File: config.mk
export PLATFORM = sky130hd
export DESIGN_NAME = reg_interlock
export DESIGN_NICKNAME = d
export VERILOG_FILES = /design/src/rtl/ilk_pkg.sv /design/src/rtl/ilk_onehot.sv /design/src/rtl/ilk_pend_bank.sv /design/src/rtl/ilk_hazard.sv /design/src/rtl/reg_interlock.sv
export SDC_FILE = /design/constraint.sdc
export NUM_CORES = 1
export LEC_CHECK = 0
export BUFFER_PORTS_ARGS = -buffer_cell sky130_fd_sc_hd__clkbuf_2
export CAP_MARGIN = 20
export CORE_MARGIN = 2
export CORE_UTILIZATION = 30
export CTS_BUF_LIST = sky130_fd_sc_hd__clkbuf_8
export CTS_CLUSTER_DIAMETER = 30
export DETAILED_ROUTE_END_ITERATION = 7
export PLACE_DENSITY_LB_ADDON = 0.15
export SLEW_MARGIN = 0
export SYNTH_ARGS = -nofsm -noshare
export SYNTH_HDL_FRONTEND = slang
export SYNTH_HIERARCHICAL = 1
export SYNTH_SLANG_ARGS = --single-unit
export TNS_END_PERCENT = 20
File: constraint.sdc
create_clock -name clk -period 3.6 [get_ports clk]
set_input_delay 0.72 -clock clk [delete_from_list [all_inputs] [get_ports clk]]
set_output_delay 0.72 -clock clk [all_outputs]
set_load 0.02 [all_outputs]
File: src/rtl/ilk_pkg.sv
`timescale 1ns/1ps
package ilk_pkg;
  localparam int unsigned ILK_DEF_REGS = 16;
  localparam int unsigned ILK_DEF_SRCS = 3;

  function automatic int unsigned ilk_idw(input int unsigned n);
    return (n <= 2) ? 1 : $clog2(n);
  endfunction
endpackage

File: src/rtl/ilk_onehot.sv
`timescale 1ns/1ps
module ilk_onehot #(
  parameter int unsigned NUM_REGS = 16,
  parameter int unsigned ID_W     = 4
) (
  input  logic                en,
  input  logic [ID_W-1:0]     id,
  output logic [NUM_REGS-1:0] mask
);
  for (genvar g = 0; g < NUM_REGS; g++) begin : g_dec
    assign mask[g] = en && (id == ID_W'(g));
  end
endmodule

File: src/rtl/ilk_pend_bank.sv
`timescale 1ns/1ps
module ilk_pend_bank #(
  parameter int unsigned NUM_REGS = 16
) (
  input  logic                clk,
  input  logic                rst_n,
  input  logic [NUM_REGS-1:0] set_mask,
  input  logic [NUM_REGS-1:0] clr_mask,
  output logic [NUM_REGS-1:0] pend_q
);
  logic [NUM_REGS-1:0] pend_d;
  logic [NUM_REGS-1:0] pend_en;

  // a set wins over a clear on the same register
  always_comb begin
    pend_en = set_mask | clr_mask;
    pend_d  = set_mask;
  end

  for (genvar g = 0; g < NUM_REGS; g++) begin : g_bit
    always_ff @(posedge clk or negedge rst_n) begin
      if (!rst_n) begin
        pend_q[g] <= 1'b0;
      end else if (pend_en[g]) begin
        pend_q[g] <= pend_d[g];
      end
    end
  end
endmodule

File: src/rtl/ilk_hazard.sv
`timescale 1ns/1ps
module ilk_hazard #(
  parameter int unsigned NUM_REGS = 16,
  parameter int unsigned ID_W     = 4,
  parameter int unsigned NUM_SRC  = 3
) (
  input  logic                    rr_vld,
  input  logic                    rr_uses_rr,
  input  logic [NUM_SRC-1:0]      src_vld,
  input  logic [NUM_SRC*ID_W-1:0] src_id,
  input  logic [NUM_REGS-1:0]     hz_mask,
  output logic                    stall
);
  logic [NUM_SRC-1:0] src_hit;

  for (genvar k = 0; k < NUM_SRC; k++) begin : g_src
    logic [ID_W-1:0] sid;
    assign sid        = src_id[k*ID_W +: ID_W];
    assign src_hit[k] = src_vld[k] && hz_mask[sid];
  end

  always_comb begin
    stall = rr_vld && rr_uses_rr && (|src_hit);
  end
endmodule

File: src/rtl/reg_interlock.sv
`timescale 1ns/1ps
module reg_interlock
  import ilk_pkg::*;
#(
  parameter int unsigned NUM_REGS = ILK_DEF_REGS,
  parameter int unsigned NUM_SRC  = ILK_DEF_SRCS,
  parameter int unsigned ID_W     = ilk_idw(NUM_REGS)
) (
  input  logic                    clk,
  input  logic                    rst_n,
  input  logic                    rr_vld,
  input  logic                    rr_uses_rr,
  input  logic [NUM_SRC-1:0]      rr_src_vld,
  input  logic [NUM_SRC*ID_W-1:0] rr_src_id,
  input  logic                    iss_go,
  input  logic                    iss_dst_vld,
  input  logic [ID_W-1:0]         iss_dst_id,
  input  logic                    wb_go,
  input  logic [ID_W-1:0]         wb_dst_id,
  input  logic                    flush,
  input  logic [NUM_REGS-1:0]     flush_mask,
  output logic                    stall,
  output logic [NUM_REGS-1:0]     busy
);
  localparam int unsigned SYNC_STAGES = 2;

  logic [SYNC_STAGES-1:0] rst_sync_q;
  logic                   rst_q_n;

  always_ff @(posedge clk or negedge rst_n) begin
    if (!rst_n) begin
      rst_sync_q <= '0;
    end else begin
      rst_sync_q <= {rst_sync_q[SYNC_STAGES-2:0], 1'b1};
    end
  end
  assign rst_q_n = rst_sync_q[SYNC_STAGES-1];

  logic [NUM_REGS-1:0] set_mask;
  logic [NUM_REGS-1:0] wb_mask;
  logic [NUM_REGS-1:0] clr_mask;
  logic [NUM_REGS-1:0] hz_mask;
  logic [NUM_REGS-1:0] pend_q;

  ilk_onehot #(.NUM_REGS(NUM_REGS), .ID_W(ID_W)) i_set_dec (
    .en   (iss_go && iss_dst_vld),
    .id   (iss_dst_id),
    .mask (set_mask)
  );

  ilk_onehot #(.NUM_REGS(NUM_REGS), .ID_W(ID_W)) i_wb_dec (
    .en   (wb_go),
    .id   (wb_dst_id),
    .mask (wb_mask)
  );

  always_comb begin
    clr_mask = wb_mask | (flush ? flush_mask : '0);
    // write-back lands early in the cycle; the issuing producer is already in flight
    hz_mask  = (pend_q & ~wb_mask) | set_mask;
  end

  ilk_pend_bank #(.NUM_REGS(NUM_REGS)) i_bank (
    .clk      (clk),
    .rst_n    (rst_q_n),
    .set_mask (set_mask),
    .clr_mask (clr_mask),
    .pend_q   (pend_q)
  );

  ilk_hazard #(.NUM_REGS(NUM_REGS), .ID_W(ID_W), .NUM_SRC(NUM_SRC)) i_hz (
    .rr_vld     (rr_vld),
    .rr_uses_rr (rr_uses_rr),
    .src_vld    (rr_src_vld),
    .src_id     (rr_src_id),
    .hz_mask    (hz_mask),
    .stall      (stall)
  );

  assign busy = pend_q;
endmodule

## Word-level counts from Yosys, hierarchy flattened

Index checks and enable logic that the tools add are counted.

- Bits in registers: 18
- Output and inout port bits: 17

- Magnitude comparators: 3
- Equality and inequality tests: 30
- Mux-type cells: 7
- Bitwise logic cells: 5
- Reduce and logical (&&, ||, !) cells: 41

Operators with widths:

| cell | number |
|---|---|
| 4-bit equality test (second input constant) | 16 |
| 16-bit bitwise OR | 3 |
| 1-bit logical AND | 38 |
| 4-bit by 3-bit equality test with 1-bit output (second input constant) | 8 |
| 16-bit AND | 1 |
| 4-bit by 2-bit equality test with 1-bit output (second input constant) | 4 |
| 16-bit 2-to-1 mux | 1 |
| 16-bit inverter | 1 |
| 4-bit by 5-bit < comparator with 1-bit output (second input constant) | 3 |
| 1-bit binary-select mux with 4-bit select | 3 |
| 4-bit by 1-bit equality test with 1-bit output (second input constant) | 2 |
| 4-bit logical NOT | 2 |
| 1-bit 2-to-1 mux | 3 |
| 3-bit OR reduction | 1 |

## Logic depth before layout (Yosys ltp)

- Word-level depth: 10
- Gate-level depth with buffers: 8

## Modules after synthesis

The synthesis kept the hierarchy.

By module, submodules not included:

| module | times used | cells an instance | area each (um^2) |
|---|---|---|---|
| ilk_pend_bank | 1 | 48 | 580.6 |
| ilk_hazard | 1 | 30 | 405.4 |
| reg_interlock | 1 | 70 | 404.1 |
| ilk_onehot | 2 | 23 | 117.6 |

## Worst setup path before layout

Ideal clock, no wire load.

- Path type: input to output
- Start: in wb_dst_id[3]
- End: out stall
- Arrival time: 2.580 ns
- Data required time: 2.880 ns
- Setup slack: 0.300 ns
- Stages: 8
- Buffers on the path: 0
- Path through: or3b_4 -> nor2_1 -> inv_1 -> a21o_1 -> mux4_2 -> a22oi_2 -> a31oi_1 -> o311a_1

- Longest elaborated chain between the ends: 10

RTL lines:

| item | line | source |
|---|---|---|
| start, declared | reg_interlock.sv:19 | `input logic [ID_W-1:0] wb_dst_id,` |
| 4-bit by 2-bit equality test with 1-bit output * | ilk_onehot.sv:11 | `assign mask[g] = en && (id == ID_W'(g));` |
| 1-bit logical AND * | ilk_onehot.sv:11 |  |
| named net wb_mask[3] | reg_interlock.sv:40 | `logic [NUM_REGS-1:0] wb_mask;` |
| 16-bit inverter * | reg_interlock.sv:60 | `hz_mask = (pend_q & ~wb_mask) \| set_mask;` |
| 16-bit AND * | reg_interlock.sv:60 |  |
| 16-bit bitwise OR * | reg_interlock.sv:60 |  |
| named net hz_mask[3] | reg_interlock.sv:42 | `logic [NUM_REGS-1:0] hz_mask;` |
| 1-bit binary-select mux with 4-bit select | ilk_hazard.sv:19 | `assign src_hit[k] = src_vld[k] && hz_mask[sid];` |
| 1-bit 2-to-1 mux (implied by the code) | ilk_hazard.sv:19 |  |
| 1-bit logical AND | ilk_hazard.sv:19 |  |
| 3-bit OR reduction * | ilk_hazard.sv:23 | `stall = rr_vld && rr_uses_rr && (\|src_hit);` |
| 1-bit logical AND * | ilk_hazard.sv:23 |  |
| end, declared | reg_interlock.sv:22 | `output logic stall,` |

The timed path passes the listed nets; every way through them passes the cells marked *. The select of a mux whose other input is x is not followed.

## Final worst setup path

- Start: in wb_dst_id[3]
- End: out stall

- Longest elaborated chain between the ends: 10

RTL lines:

| item | line |
|---|---|
| 4-bit by 1-bit equality test with 1-bit output * | ilk_onehot.sv:11 |
| 1-bit logical AND * | ilk_onehot.sv:11 |
| named net wb_mask[1] | reg_interlock.sv:40 |
| 16-bit inverter * | reg_interlock.sv:60 |
| 16-bit AND * | reg_interlock.sv:60 |
| 16-bit bitwise OR * | reg_interlock.sv:60 |
| named net hz_mask[1] | reg_interlock.sv:42 |
| 1-bit binary-select mux with 4-bit select | ilk_hazard.sv:19 |
| 1-bit 2-to-1 mux (implied by the code) | ilk_hazard.sv:19 |
| 1-bit logical AND | ilk_hazard.sv:19 |
| 3-bit OR reduction * | ilk_hazard.sv:23 |
| 1-bit logical AND * | ilk_hazard.sv:23 |

Marks and branches as above.

==> metrics.txt <==
Internal=0.0003752 W; hold violation total from the final report=0; overall routed net length=4662 um; setup repair after global routing missed its margin=yes; worst clock skew=10.38 ps; net count after synthesis=241; share of post-route cells with drive strength above 1=33.98%; leakage power of the design=1.290 nW; post-synthesis cell type with the largest combined area=sky130_fd_sc_hd__dfrtp_1; share of synthesized cell area in full adder, half adder and majority cells=0%; CP Cell Sequence=clkbuf_2 -> or3b_4 -> nor2_2 -> inv_1 -> a21o_1 -> mux4_2 -> mux2i_1 -> o32ai_1 -> o311a_1 -> clkbuf_8; worst min path class=input port to async pin; weighted congestion reported at the end of routability-driven placement=0.8203; most repeated cell in the gate-level netlist after synthesis=sky130_fd_sc_hd__inv_1; DPL Wire Length=3915 um; Critical Path Source Type=input port; Critical Path Max Stage Delay=450 ps; combinational share of power=26.3%; post-synthesis xor/xnor area fraction=0%; final number of max-transition violations=0; number of synthesized register bits=18; final antenna-violating net count=0; Crit path arrival time=~2900 ps; vias per cell=4.714; Worst R2R Path Depth=0; FFs w/ async S/R, synth=100.0%; placeable core region=5172 sq um; Synth Area in Simple Gates=approximately 25%; minimum setup slack after placement=-12.27 ps; run status=completed; number of antenna violations at the first check in global routing=0; pin slew with the least headroom to its limit=703.6 ps; cell chosen for the clock root=sky130_fd_sc_hd__clkbuf_8; part of the Yosys area used for sequential elements=27.71%; GRT Total Usage=15.99%; Slowest cell on crit path=sky130_fd_sc_hd__mux4_2; post-route design area=2063 sq um; vias in the first global route=1524; maximum number of buffers from clock root to sink=2; EDFF count, synth=0; fraction of synthesized area in multiplexers=a little under a fifth; number of sinks driven by the clock tree=18; maximum fanout along the worst path=4; Pwr per Cell Area=260.9 nW/um^2; number of standard cells after synthesis=around 190; WS Path Type=input port to primary output; syn_area_per_cell=between 8 and 9 sq um; First DRT Iteration DRCs=75; Clk pin slew, worst setup/hold paths=70 ps; CTS tree=yes; width of the die=77.61 um; most instantiated flip-flop cell in the synthesis netlist=sky130_fd_sc_hd__dfrtp_1; launch point of the worst reg-to-reg path=rst_sync_q[1]; insertion delay of the later-clocked pin in the worst-skew pair=260 ps; Fill cells=between 500 and 600; dominant combinational cell family by area after synthesis=simple AND/OR/NAND/NOR gates; die outline height=77.61 um; Worst setup EP type=primary output; Crit path required time=2880 ps; via count of the routed design=roughly 1600; capture point of the worst reg-to-reg path=i_bank/pend_q[13]; internal reg-to-reg setup slack=2860 ps; switching share of power=approximately 30%; Synth cell types=26; Clock power frac=32.7%; H-tree levels=1; number of max-cap violations=0; count of pins on the block boundary=64; IR drop worst, VDD=0.0002142 V; pin count of the biggest net entering global routing=17; routed length per placed instance=14.17 um; cell class contributing the biggest share of worst-path delay=compound AO/OA/AOI/OAI gates; Detailed Routing Iterations Pass 1=4; slack of the critical path=22.73 ps; leftover overflow at the end of global routing=0; total cell area at the placement stage=1997 sq um; Synth top cells by count=sky130_fd_sc_hd__inv_1 (34), sky130_fd_sc_hd__a21o_1 (32), sky130_fd_sc_hd__nand2_1 (30); Max Freq=0.2795 GHz; final period demand of the worst path=3577 ps; slew margin rel.=53.09%; final cell utilization of the core=39.89%; count of buffers inserted at the top-level ports=63; Synth top area share=27.71%; Post-CTS Setup Bufs=0; Yosys warning total=6; # DRC=0; share of the clock period used by the worst path=99.37%; Diodes inserted=0; Syn Std Cell Area=1625 sq um; Setup violations, final=0; synthesized-area fraction occupied by ao, oa, aoi and oai cells=17.94%; synthesis-to-finish area growth=26.94%; number of nets in the layout=307; Area contributors post-synth=sky130_fd_sc_hd__dfrtp_1 (28%), sky130_fd_sc_hd__a21o_1 (15%), sky130_fd_sc_hd__mux4_2 (14%); net switching power=0.0001631 W; total buffers and inverters traversed by the critical path=3; number of rows created at floorplan=26; first-pass GRT wire length=7507 um; Die ar.=~6000 sq um; Inserted Clock Buffers=3; sequential share of power=41.0%; setup total negative slack=0 ps; Initial Utilization=31.42%
-- cell usage in the layout (no fill, tap or decap), drive strengths merged --
cell	synthesis	final
a21o	32	32
nand3b	5	5
a31oi	1	1
o211ai	1	1
o22ai	1	1
nand2b	5	5
nor2b	2	2
or3b	2	2
nand3	3	3
mux2i	3	3
a22oi	1	1
nor3	8	8
and2	1	1
conb	1	1
o32ai	1	1
nand2	35	35
mux4	12	12
clkbuf	0	67
nor2	25	25
inv	34	34
o311a	1	1
dfrtp	18	18
-- routing by layer --
layer  track usage, %  wire [um]
met1            22.04       2257
met4            2.500         23
met3            3.023        213
met2            26.47       2168
met5                0          0
-- cells by family (layout without fill, tap and decap cells) --
kind of cell | Yosys count | after routing
multiplexers | 15 | 15
flip-flops | 18 | 18
other | 1 | 1
buffers and inverters | 36 | 101
AND/OR/NAND/NOR | 86 | 86
AO/OA/AOI/OAI | 38 | 38
-- how the worst max path moves through the flow --
stage,startpoint,end,slack (ps),depth (start not counted)
2_1_floorplan,wb_dst_id[3],stall,300,8
3_3_place_gp,wb_dst_id[3],stall,20,10
3_5_place_dp,wb_dst_id[3],stall,-10,10
4_1_cts,wb_dst_id[2],stall,20,10
5_1_grt,wb_dst_id[3],stall,-80,10
6_report,wb_dst_id[3],stall,20,10
-- registers in the layout (all words and copies together) (netlist names) --
register       cells
i_bank/pend_q     16
rst_sync_q         2
-- repair_timing --
action	in CTS	in global routing
pin swaps	8	1
endpoints found under the setup margin	1	1
hold buffers	0	0
gates resized for setup	3	0
-- through the flow --
step                      hold WS (ps)  total power [W]  cells
after global routing             223.4        0.0005685    329
after CTS                        221.5        0.0005494    329
final                            234.4        0.0005383    329
after detailed placement         335.9        0.0003667    325
after global placement           326.3        0.0003660    325
after floorplan                  199.8        0.0003059    194
-- power groups by stage --
stage | Sequential, W | Clock (W) | Combinational, W
finish | 0.000221 | 0.000176 | 0.000141
floorplan | 0.000233 | 0 | 0.0000734
global route | 0.000223 | 0.000189 | 0.000156
global placement | 0.000225 | 0 | 0.000141
CTS | 0.000221 | 0.000185 | 0.000143
detailed placement | 0.000226 | 0 | 0.000141
-- final cells by class --
type	count	area (sq um)	area share (%)
multi-input combinational	140	1018	49.36
clock buffer	4	55.05	2.668
timing repair buffer	63	324.1	15.71
tap	70	87.58	4.245
inverter	34	127.6	6.186
sequential	18	450.4	21.83
Power figures use the tool's default switching activity.
